===== config.mk =====
export PLATFORM = sky130hd
export DESIGN_NAME = can_mode_ctrl
export DESIGN_NICKNAME = d
export VERILOG_FILES = /design/src/rtl/cmc_pkg.sv /design/src/rtl/cmc_sync.sv /design/src/rtl/cmc_timer.sv /design/src/rtl/cmc_fsm.sv /design/src/rtl/can_mode_ctrl.sv
export SDC_FILE = /design/constraint.sdc
export NUM_CORES = 1
export LEC_CHECK = 0
export BUFFER_PORTS_ARGS = -buffer_cell sky130_fd_sc_hd__buf_2
export CAP_MARGIN = 25
export CORE_MARGIN = 5
export CORE_UTILIZATION = 60
export CTS_CLUSTER_SIZE = 40
export DETAILED_ROUTE_END_ITERATION = 7
export PLACE_DENSITY = 0.88
export SLEW_MARGIN = 25
export SYNTH_ARGS = -nofsm -noshare
export SYNTH_HDL_FRONTEND = slang
export SYNTH_SLANG_ARGS = --single-unit

===== constraint.sdc =====
create_clock -name clk -period 3.7 [get_ports clk]
set_input_delay 1.11 -clock clk [delete_from_list [all_inputs] [get_ports clk]]
set_output_delay 1.11 -clock clk [all_outputs]
set_load 0.005 [all_outputs]

===== src/rtl/cmc_pkg.sv =====
package cmc_pkg;
  typedef enum logic [1:0] {
    ST_OFF    = 2'd0,
    ST_STBY   = 2'd1,
    ST_SETTLE = 2'd2,
    ST_NORM   = 2'd3
  } cmc_state_t;

  localparam int unsigned SYNC_W   = 4;
  localparam int unsigned IX_STBY  = 0;
  localparam int unsigned IX_UVS   = 1;
  localparam int unsigned IX_UVIO  = 2;
  localparam int unsigned IX_OFF   = 3;
  localparam logic [SYNC_W-1:0] SYNC_RST = 4'b0001;
endpackage


===== src/rtl/cmc_sync.sv =====
module cmc_sync #(
  parameter int unsigned WIDTH = 4,
  parameter logic [WIDTH-1:0] RST_VAL = '0
) (
  input  logic             clk,
  input  logic             rst_n,
  input  logic [WIDTH-1:0] async_i,
  output logic [WIDTH-1:0] sync_o
);
  for (genvar g = 0; g < WIDTH; g++) begin : g_bit
    logic meta_q, stab_q;
    always_ff @(posedge clk or negedge rst_n) begin
      if (!rst_n) begin
        meta_q <= RST_VAL[g];
        stab_q <= RST_VAL[g];
      end else begin
        meta_q <= async_i[g];
        stab_q <= meta_q;
      end
    end
    assign sync_o[g] = stab_q;
  end
endmodule


===== src/rtl/cmc_timer.sv =====
module cmc_timer #(
  parameter int unsigned CYCLES = 4000,
  localparam int unsigned CW = (CYCLES < 2) ? 1 : $clog2(CYCLES)
) (
  input  logic clk,
  input  logic rst_n,
  input  logic start_i,
  output logic done_o
);
  localparam logic [CW-1:0] LOAD = CW'(CYCLES - 1);

  logic [CW-1:0] cnt_q, cnt_d;
  logic          cnt_en;

  always_comb begin
    cnt_en = start_i || (cnt_q != '0);
    cnt_d  = start_i ? LOAD : (cnt_q - 1'b1);
  end

  always_ff @(posedge clk or negedge rst_n) begin
    if (!rst_n)      cnt_q <= '0;
    else if (cnt_en) cnt_q <= cnt_d;
  end

  assign done_o = (cnt_q == '0);
endmodule


===== src/rtl/cmc_fsm.sv =====
module cmc_fsm
  import cmc_pkg::*;
(
  input  logic       clk,
  input  logic       rst_n,
  input  logic       s_stby,
  input  logic       s_flt,
  input  logic       s_off,
  input  logic       tmr_done,
  input  logic       wake_i,
  input  logic       txd_i,
  output cmc_state_t st_q,
  output logic       tmr_start,
  output logic       wk_q,
  output logic       blk_q
);
  cmc_state_t st_d;
  logic       wk_d, blk_d;

  always_comb begin
    st_d      = st_q;
    tmr_start = 1'b0;
    if (s_off) begin
      st_d = ST_OFF;
    end else begin
      unique case (st_q)
        ST_OFF:    st_d = ST_STBY;
        ST_STBY:   if (!s_stby && !s_flt) begin
                     st_d      = ST_SETTLE;
                     tmr_start = 1'b1;
                   end
        ST_SETTLE: if (s_stby || s_flt) st_d = ST_STBY;
                   else if (tmr_done)   st_d = ST_NORM;
        ST_NORM:   if (s_stby || s_flt) st_d = ST_STBY;
        default:   st_d = ST_STBY;
      endcase
    end
  end

  always_comb begin
    wk_d = wk_q;
    if (st_q != ST_STBY) wk_d = 1'b0;
    else if (wake_i)     wk_d = 1'b1;

    blk_d = blk_q;
    if (s_off || s_flt) blk_d = 1'b1;
    else if (txd_i)     blk_d = 1'b0;
  end

  always_ff @(posedge clk or negedge rst_n) begin
    if (!rst_n) begin
      st_q  <= ST_STBY;
      wk_q  <= 1'b0;
      blk_q <= 1'b0;
    end else begin
      st_q  <= st_d;
      wk_q  <= wk_d;
      blk_q <= blk_d;
    end
  end
endmodule


===== src/rtl/can_mode_ctrl.sv =====
module can_mode_ctrl
  import cmc_pkg::*;
#(
  parameter int unsigned SETTLE_CYC = 4000
) (
  input  logic clk,
  input  logic rst_n,
  input  logic stby_sel_i,
  input  logic uv_stby_i,
  input  logic uv_off_i,
  input  logic uv_io_i,
  input  logic wake_i,
  input  logic bus_dom_i,
  input  logic txd_i,
  output logic tx_en_o,
  output logic rx_en_o,
  output logic bias_on_o,
  output logic rxd_o,
  output logic mode_nrm_o
);
  logic [SYNC_W-1:0] raw, syn;
  logic s_stby, s_uvs, s_uvio, s_off, s_flt;
  logic tmr_start, tmr_done, wk_q, blk_q;
  cmc_state_t st_q;

  always_comb begin
    raw          = '0;
    raw[IX_STBY] = stby_sel_i;
    raw[IX_UVS]  = uv_stby_i;
    raw[IX_UVIO] = uv_io_i;
    raw[IX_OFF]  = uv_off_i;
  end

  cmc_sync #(.WIDTH(SYNC_W), .RST_VAL(SYNC_RST)) u_sync (
    .clk(clk), .rst_n(rst_n), .async_i(raw), .sync_o(syn)
  );

  assign s_stby = syn[IX_STBY];
  assign s_uvs  = syn[IX_UVS];
  assign s_uvio = syn[IX_UVIO];
  assign s_off  = syn[IX_OFF];
  assign s_flt  = s_uvs | s_uvio;

  cmc_timer #(.CYCLES(SETTLE_CYC)) u_tmr (
    .clk(clk), .rst_n(rst_n), .start_i(tmr_start), .done_o(tmr_done)
  );

  cmc_fsm u_fsm (
    .clk(clk), .rst_n(rst_n), .s_stby(s_stby), .s_flt(s_flt), .s_off(s_off),
    .tmr_done(tmr_done), .wake_i(wake_i), .txd_i(txd_i),
    .st_q(st_q), .tmr_start(tmr_start), .wk_q(wk_q), .blk_q(blk_q)
  );

  always_comb begin
    mode_nrm_o = (st_q == ST_NORM);
    rx_en_o    = mode_nrm_o;
    bias_on_o  = mode_nrm_o;
    tx_en_o    = mode_nrm_o && !blk_q;
    unique case (st_q)
      ST_NORM: rxd_o = !bus_dom_i;
      ST_STBY: rxd_o = wk_q ? !bus_dom_i : 1'b1;
      default: rxd_o = 1'b1;
    endcase
  end
endmodule


## Word-level counts from Yosys, hierarchy flattened

Cells that the tools add are included.

| storage, ports and cells | value |
|---|---|
| bits in registers | 24 |
| input port bits | 9 |
| output and inout port bits | 5 |
| word-level logic and storage cells | 52 |

| cells by class | value |
|---|---|
| add/sub/neg operators | 1 |
| equal/unequal tests | 7 |
| mux-type cells | 16 |
| bitwise gates (word level) | 1 |
| reduce and logical (&&, ||, !) cells | 15 |

Operators by type and width:

| kind | number |
|---|---|
| logical NOT 12 bit | 1 |
| two-way mux 12 bit | 1 |
| nonzero test 12 bit | 1 |
| subtractor 12 x 1 -> 12 bit, second input constant | 1 |
| two-way mux 2 bit | 5 |
| two-way mux 1 bit | 8 |
| one-hot mux 2 bit (4 select lines) | 1 |
| equality test 2 bit, second input constant | 2 |
| logical NOT 1 bit | 4 |
| != test 4 x 3 -> 1 bit, second input constant | 1 |
| nonzero test 2 bit | 2 |
| logical OR 1 bit | 3 |
| != test 3 x 1 -> 1 bit, second input constant | 1 |
| != test 3 x 2 -> 1 bit, second input constant | 1 |
| AND reduction 3 bit | 1 |
| equality test 2 x 1 -> 1 bit, second input constant | 1 |
| logical AND 1 bit | 2 |
| logical NOT 2 bit | 1 |
| != test 2 x 1 -> 1 bit, second input constant | 1 |
| one-hot mux 1 bit (2 select lines) | 1 |
| OR 1 bit | 1 |

## Logic depth before layout (Yosys ltp)

| depth | value |
|---|---|
| depth after elaboration | 7 |
| mapped depth | 6 |
| depth with buffers taken out | 6 |

## Cells and area by module

Synthesis repeated with hierarchy kept, for this count alone.

| unflattened totals | value |
|---|---|
| cell total of the unflattened synthesis | 108 |
| area, all modules | 1,209.9 µm² |

By module, submodules not included:

| module | instances | cells an instance | area an instance (µm²) | sequential area each (µm²) |
|---|---|---|---|---|
| cmc_timer | 1 | 64 | 649.4 | 300.3 |
| cmc_fsm | 1 | 26 | 284.0 | 101.3 |
| cmc_sync | 1 | 12 | 232.7 | 202.7 |
| can_mode_ctrl | 1 | 6 | 43.8 | 0.0 |

## Least setup slack after synthesis

No wires, ideal clock.

| timing path | value |
|---|---|
| path kind | reg-to-output |
| start | reg u_fsm.st_q[0] |
| end | out rxd_o |
| arrival | 1,187 ps |
| data required time | 2,590 ps |
| setup slack | 1,403 ps |
| cell stages (with the launch flop) | 4 |
| path buffers | 0 |
| path through | dfstp_2 > ha_1 > mux2_2 > nand2_1 |

| on the way | value |
|---|---|
| cells in the longest elaborated chain, start to end | 2 |
| elaborated cells between the ends (all ways) | 3 |
| those cells by class | 2 x eq/ne; 1 x mux |

RTL lines:

| item | line | RTL |
|---|---|---|
| from (decl) | cmc_fsm.sv:12 | `output cmc_state_t st_q,` |
| from (signal assigned) | cmc_fsm.sv:56 | `st_q <= st_d;` |
| equality test 2 x 1 -> 1 bit or equality test 2 bit (tied branches) | can_mode_ctrl.sv:59 | `unique case (st_q)` |
| one-hot mux 1 bit (2 select lines) * | can_mode_ctrl.sv:59 |  |
| to (decl) | can_mode_ctrl.sv:18 | `output logic rxd_o,` |

Mark *: on every way between the ends. The rest lies on a longest branch, timed or not.

## Final worst setup path

Same ends and word-level chain as after synthesis.

==> results.txt <==
The flow ran to the end, and the final reports show no timing, DRC or antenna violations. Once detail routing completed, the nets flagged for antenna violations numbered 0. The first global-routing pass estimated 3601 um of wire. The final-stage net count came out at about 130. Setup repair after global routing left no endpoint under its margin.

The worst-case vdd ir drop came out at a little under 0.0004 V. The reported max-cap violation count is 0. The number of global-route vias before repair is 805. The worst path required time is 2.59 ns. The total power draw is ~0.85 mW. The synthesis-stage register bit count is 24. The antenna cell count is 0. The area of the core region came out at around 1900 um2. The worst clock skew is 0.01018 ns.

The number of enable flip-flop cells after synthesis came out at 0. TritonCTS built the clock tree. The library cell used most frequently in the layout, excluding fill and tap cells, is sky130_fd_sc_hd__dfrtp_1. The overall overflow remaining after global route came out at 0. The number of buffer and inverter instances along the worst setup path came out at 1. At the worst endpoint, the arrival time is 1.72 ns. The filler cells instantiated in the layout total 145. The proportion of layout cells with a drive suffix above 1 is 0.2373.

The Yosys step of the flow raised 0 warnings. The worst register-to-register path begins at u_tmr.cnt_q[0]$_DFFE_PN0P_. The share of synthesized area occupied by flip-flops and latches came out at 0.5194. When the netlist entered floorplanning its net count stood at 118. The placer congestion estimate is around 0.82.

The routed wire length is 2123 um. The largest net degree at the start of global routing is 25. The top cell types in the final layout, fill and taps aside, are 21 x sky130_fd_sc_hd__dfrtp_1, 13 x sky130_fd_sc_hd__buf_2, 8 x sky130_fd_sc_hd__inv_1.

The synthesis-to-finish area growth is 11.40%. Buffers added to address setup during post-CTS repair amount to 0. The post-detailed-route DRC marker count came out at 0. The utilization of the core after routing is 0.6816. The number of distinct library cells after synthesis is 43. Across the whole layout, storage elements account for 604.3 um2. Of the available clock period, the critical path in the final layout requires 0.7653. The mean post-synth cell area is 11.19 um2. The worst hold path begins at u_sync.g_bit[2].meta_q$_DFF_PN0_.

After clock tree synthesis, the clock-pin slew on the worst setup and hold paths is 0.14 ns. The number of max-slew violations in the final report came to 0. The clock network latency to the later pin of the worst-skew pair came out at 0.32 ns. The met2 track utilization from global routing is 0.2823. The post-synthesis cell count is between 100 and 150. The count of endpoints failing setup in the final report came out at 0. The site row count came out at 16. On the critical path, the stage with the largest delay is an instance of sky130_fd_sc_hd__dfstp_2. The global routing usage on met3 came out at 0.04986. The CTS sink count is 24.

The total negative setup slack is 0 ns. Dividing total power by cell area gives a power density of 657.5 nW/um2. Across all layers, the routed design uses approximately 840 vias.

The die boundary height came out at 54.04 um. For this design, the CTS-stage hold fixing added 0 buffers. The capturing element type of the critical path is an output pin. In the post-synthesis netlist, the biggest area contributors are sky130_fd_sc_hd__dfrtp_1 45%, sky130_fd_sc_hd__dfstp_2 6.8%, sky130_fd_sc_hd__ha_1 5.4%. In this run the worst setup path begins at u_fsm.st_q[0]$_DFFE_PN1P_.

The per-cell routed wire length came out at approximately 15 um. The signal on the critical path passes through ha_1 -> mux2_2 -> nand2_1 -> buf_2. The met1 track utilization from global routing is 0.2179. In the routed layout, each cell is associated on average with a via count of 5.779. The global routing stage identified its most utilized layer as met2.

The cell area that synthesis handed to floorplanning was 1164 um2. The number of buffers created by CTS is 3. The cell accounting for the most synthesized area is sky130_fd_sc_hd__dfrtp_1.

The count of input and output buffers came out at 13. The effective utilization at floorplan is 0.6118. The cell family contributing the most delay on the critical path is flip-flops. The maximum level of the CTS H-tree came out at 1. The top-area cell type share of the netlist area is 0.4516. The setup path with the least slack is of type reg -> out. The initial antenna violation count is 0. The final worst-path setup slack came out at approximately 0.87 ns. The initial detailed-routing violation count came out at 26. The HPWL after detailed placement is around 1600 um.

The kind of launch point of the worst setup path is a register. The worst-path maximum fanout came out at 7. The largest single stage delay on the critical path is 0.59 ns. Before antenna repair, the detailed router went through 4 iterations.

For this run, the leading register cell type out of synthesis is sky130_fd_sc_hd__dfrtp_1. During I/O placement, the number of pins put on the boundary was 14. The die is 54.04 um wide.

In this run the worst hold path is classified as reg -> reg. The share of async-settable or async-resettable flops after synthesis is 1.000. Derived from the worst setup path, the maximum achievable clock frequency is roughly 350 MHz. The multi-input gate area in the final layout came out at 510.5 um2. The pre-CTS setup slack is between 1 and 1.5 ns.

The actual slew at the worst max-slew pin came out at between 0.8 and 0.9 ns. The number of buffers between clock root and the deepest sink is 2. Across every metal layer, demand over resource in global routing totals 0.1697. The post-CTS resize count is 0. Headroom to the max-slew limit came out at 0.4322. The final-report hold violation count came to 0. Clock tree synthesis selected as its root buffer the cell sky130_fd_sc_hd__clkbuf_4. The final critical delay including setup and external delays is 2.832 ns. The full die area is 2920 um2. The analysis attributes to cell leakage a power of around 0.56 nW.
## power by group
part / total [mW] / switching (mW) / internal (mW) / leakage [nW]
registers: 0.419 / 0.0830 / 0.336 / 0.276
clock network: 0.190 / 0.0802 / 0.110 / 0.0279
logic: 0.243 / 0.136 / 0.108 / 0.254
total: 0.852 / 0.299 / 0.553 / 0.558
## registers in the layout, indices dropped and copies added (netlist names)
signal / cells
u_sync.g_bit.stab_q: 4
u_fsm.st_q: 2
u_fsm.wk_q: 1
u_fsm.blk_q: 1
u_sync.g_bit.meta_q: 4
u_tmr.cnt_q: 12
## Yosys cell counts (2+ instances only)
master and number:
sky130_fd_sc_hd__nor2_1 5, sky130_fd_sc_hd__a31oi_1 2, sky130_fd_sc_hd__dfrtp_1 21, sky130_fd_sc_hd__o21ai_1 4, sky130_fd_sc_hd__and4_1 2, sky130_fd_sc_hd__buf_4 2
sky130_fd_sc_hd__o21ai_0 4, sky130_fd_sc_hd__ha_1 5, sky130_fd_sc_hd__a21oi_1 2, sky130_fd_sc_hd__nor3_1 2, sky130_fd_sc_hd__xnor2_1 3, sky130_fd_sc_hd__nand3_1 3
sky130_fd_sc_hd__nand2_1 7, sky130_fd_sc_hd__dfstp_2 3, sky130_fd_sc_hd__nor4_1 2, sky130_fd_sc_hd__inv_1 8, sky130_fd_sc_hd__nor2b_1 2, sky130_fd_sc_hd__o41ai_1 2
## stage by stage
stage	std cells	cell area, um2	hold slack, ns
2_1_floorplan	104	1164	0.3312
3_3_place_gp	141	1244	0.3322
3_5_place_dp	141	1244	0.3347
4_1_cts	145	1296	0.3656
5_1_grt	145	1296	0.3759
6_report	145	1296	0.3655
## cells by family (layout without fill, tap and decap cells)
group           count (synthesis)  count (layout)  synth area share
simple gates                   33              33            0.1710
compound gates                 26              26            0.1731
flops                          24              24            0.5194
buf+inv                        11              25           0.04193
fa+ha+maj                       5               5           0.05376
xor+xnor                        3               3           0.02258
mux                             2               2           0.01828
## final cells by class
| class | count | area share |
|---|---|---|
| inverters | 8 | 0.02317 |
| multi-input cells | 69 | 0.3938 |
| well taps | 27 | 0.02606 |
| clock buffers | 3 | 0.01737 |
| clock inverters | 1 | 0.02317 |
| flip-flops and latches | 24 | 0.4662 |
| repair buffers | 13 | 0.05019 |
## path summary, 6_finish.rpt
| path | endpoint | slack, ns | cells past startpoint |
|---|---|---|---|
| setup / recovery | rxd_o | 0.87 | 4 |
| setup reg to reg | u_tmr.cnt_q[1]$_DFFE_PN0P_ | 1.68 | 6 |
| max in group asynchronous | u_sync.g_bit[0].stab_q$_DFF_PN1_ | 2.59 | 1 |
| hold / removal | u_sync.g_bit[2].stab_q$_DFF_PN0_ | 0.37 | 0 |
| hold reg to reg | u_sync.g_bit[2].stab_q$_DFF_PN0_ | 0.37 | 0 |
| min in group asynchronous | u_fsm.wk_q$_DFFE_PN0P_ | 0.74 | 1 |
## layer usage
layer | wire length [um] | part of all wire | vias to the layer above
met2 | 1077 | 0.51 | 18
met4 | 13 | 0.0061 | 0
met5 | 0 | 0 | -
met3 | 84 | 0.040 | 2
met1 | 947 | 0.45 | 412
li1 | - | - | 406
(Power assumes the default switching activity.)
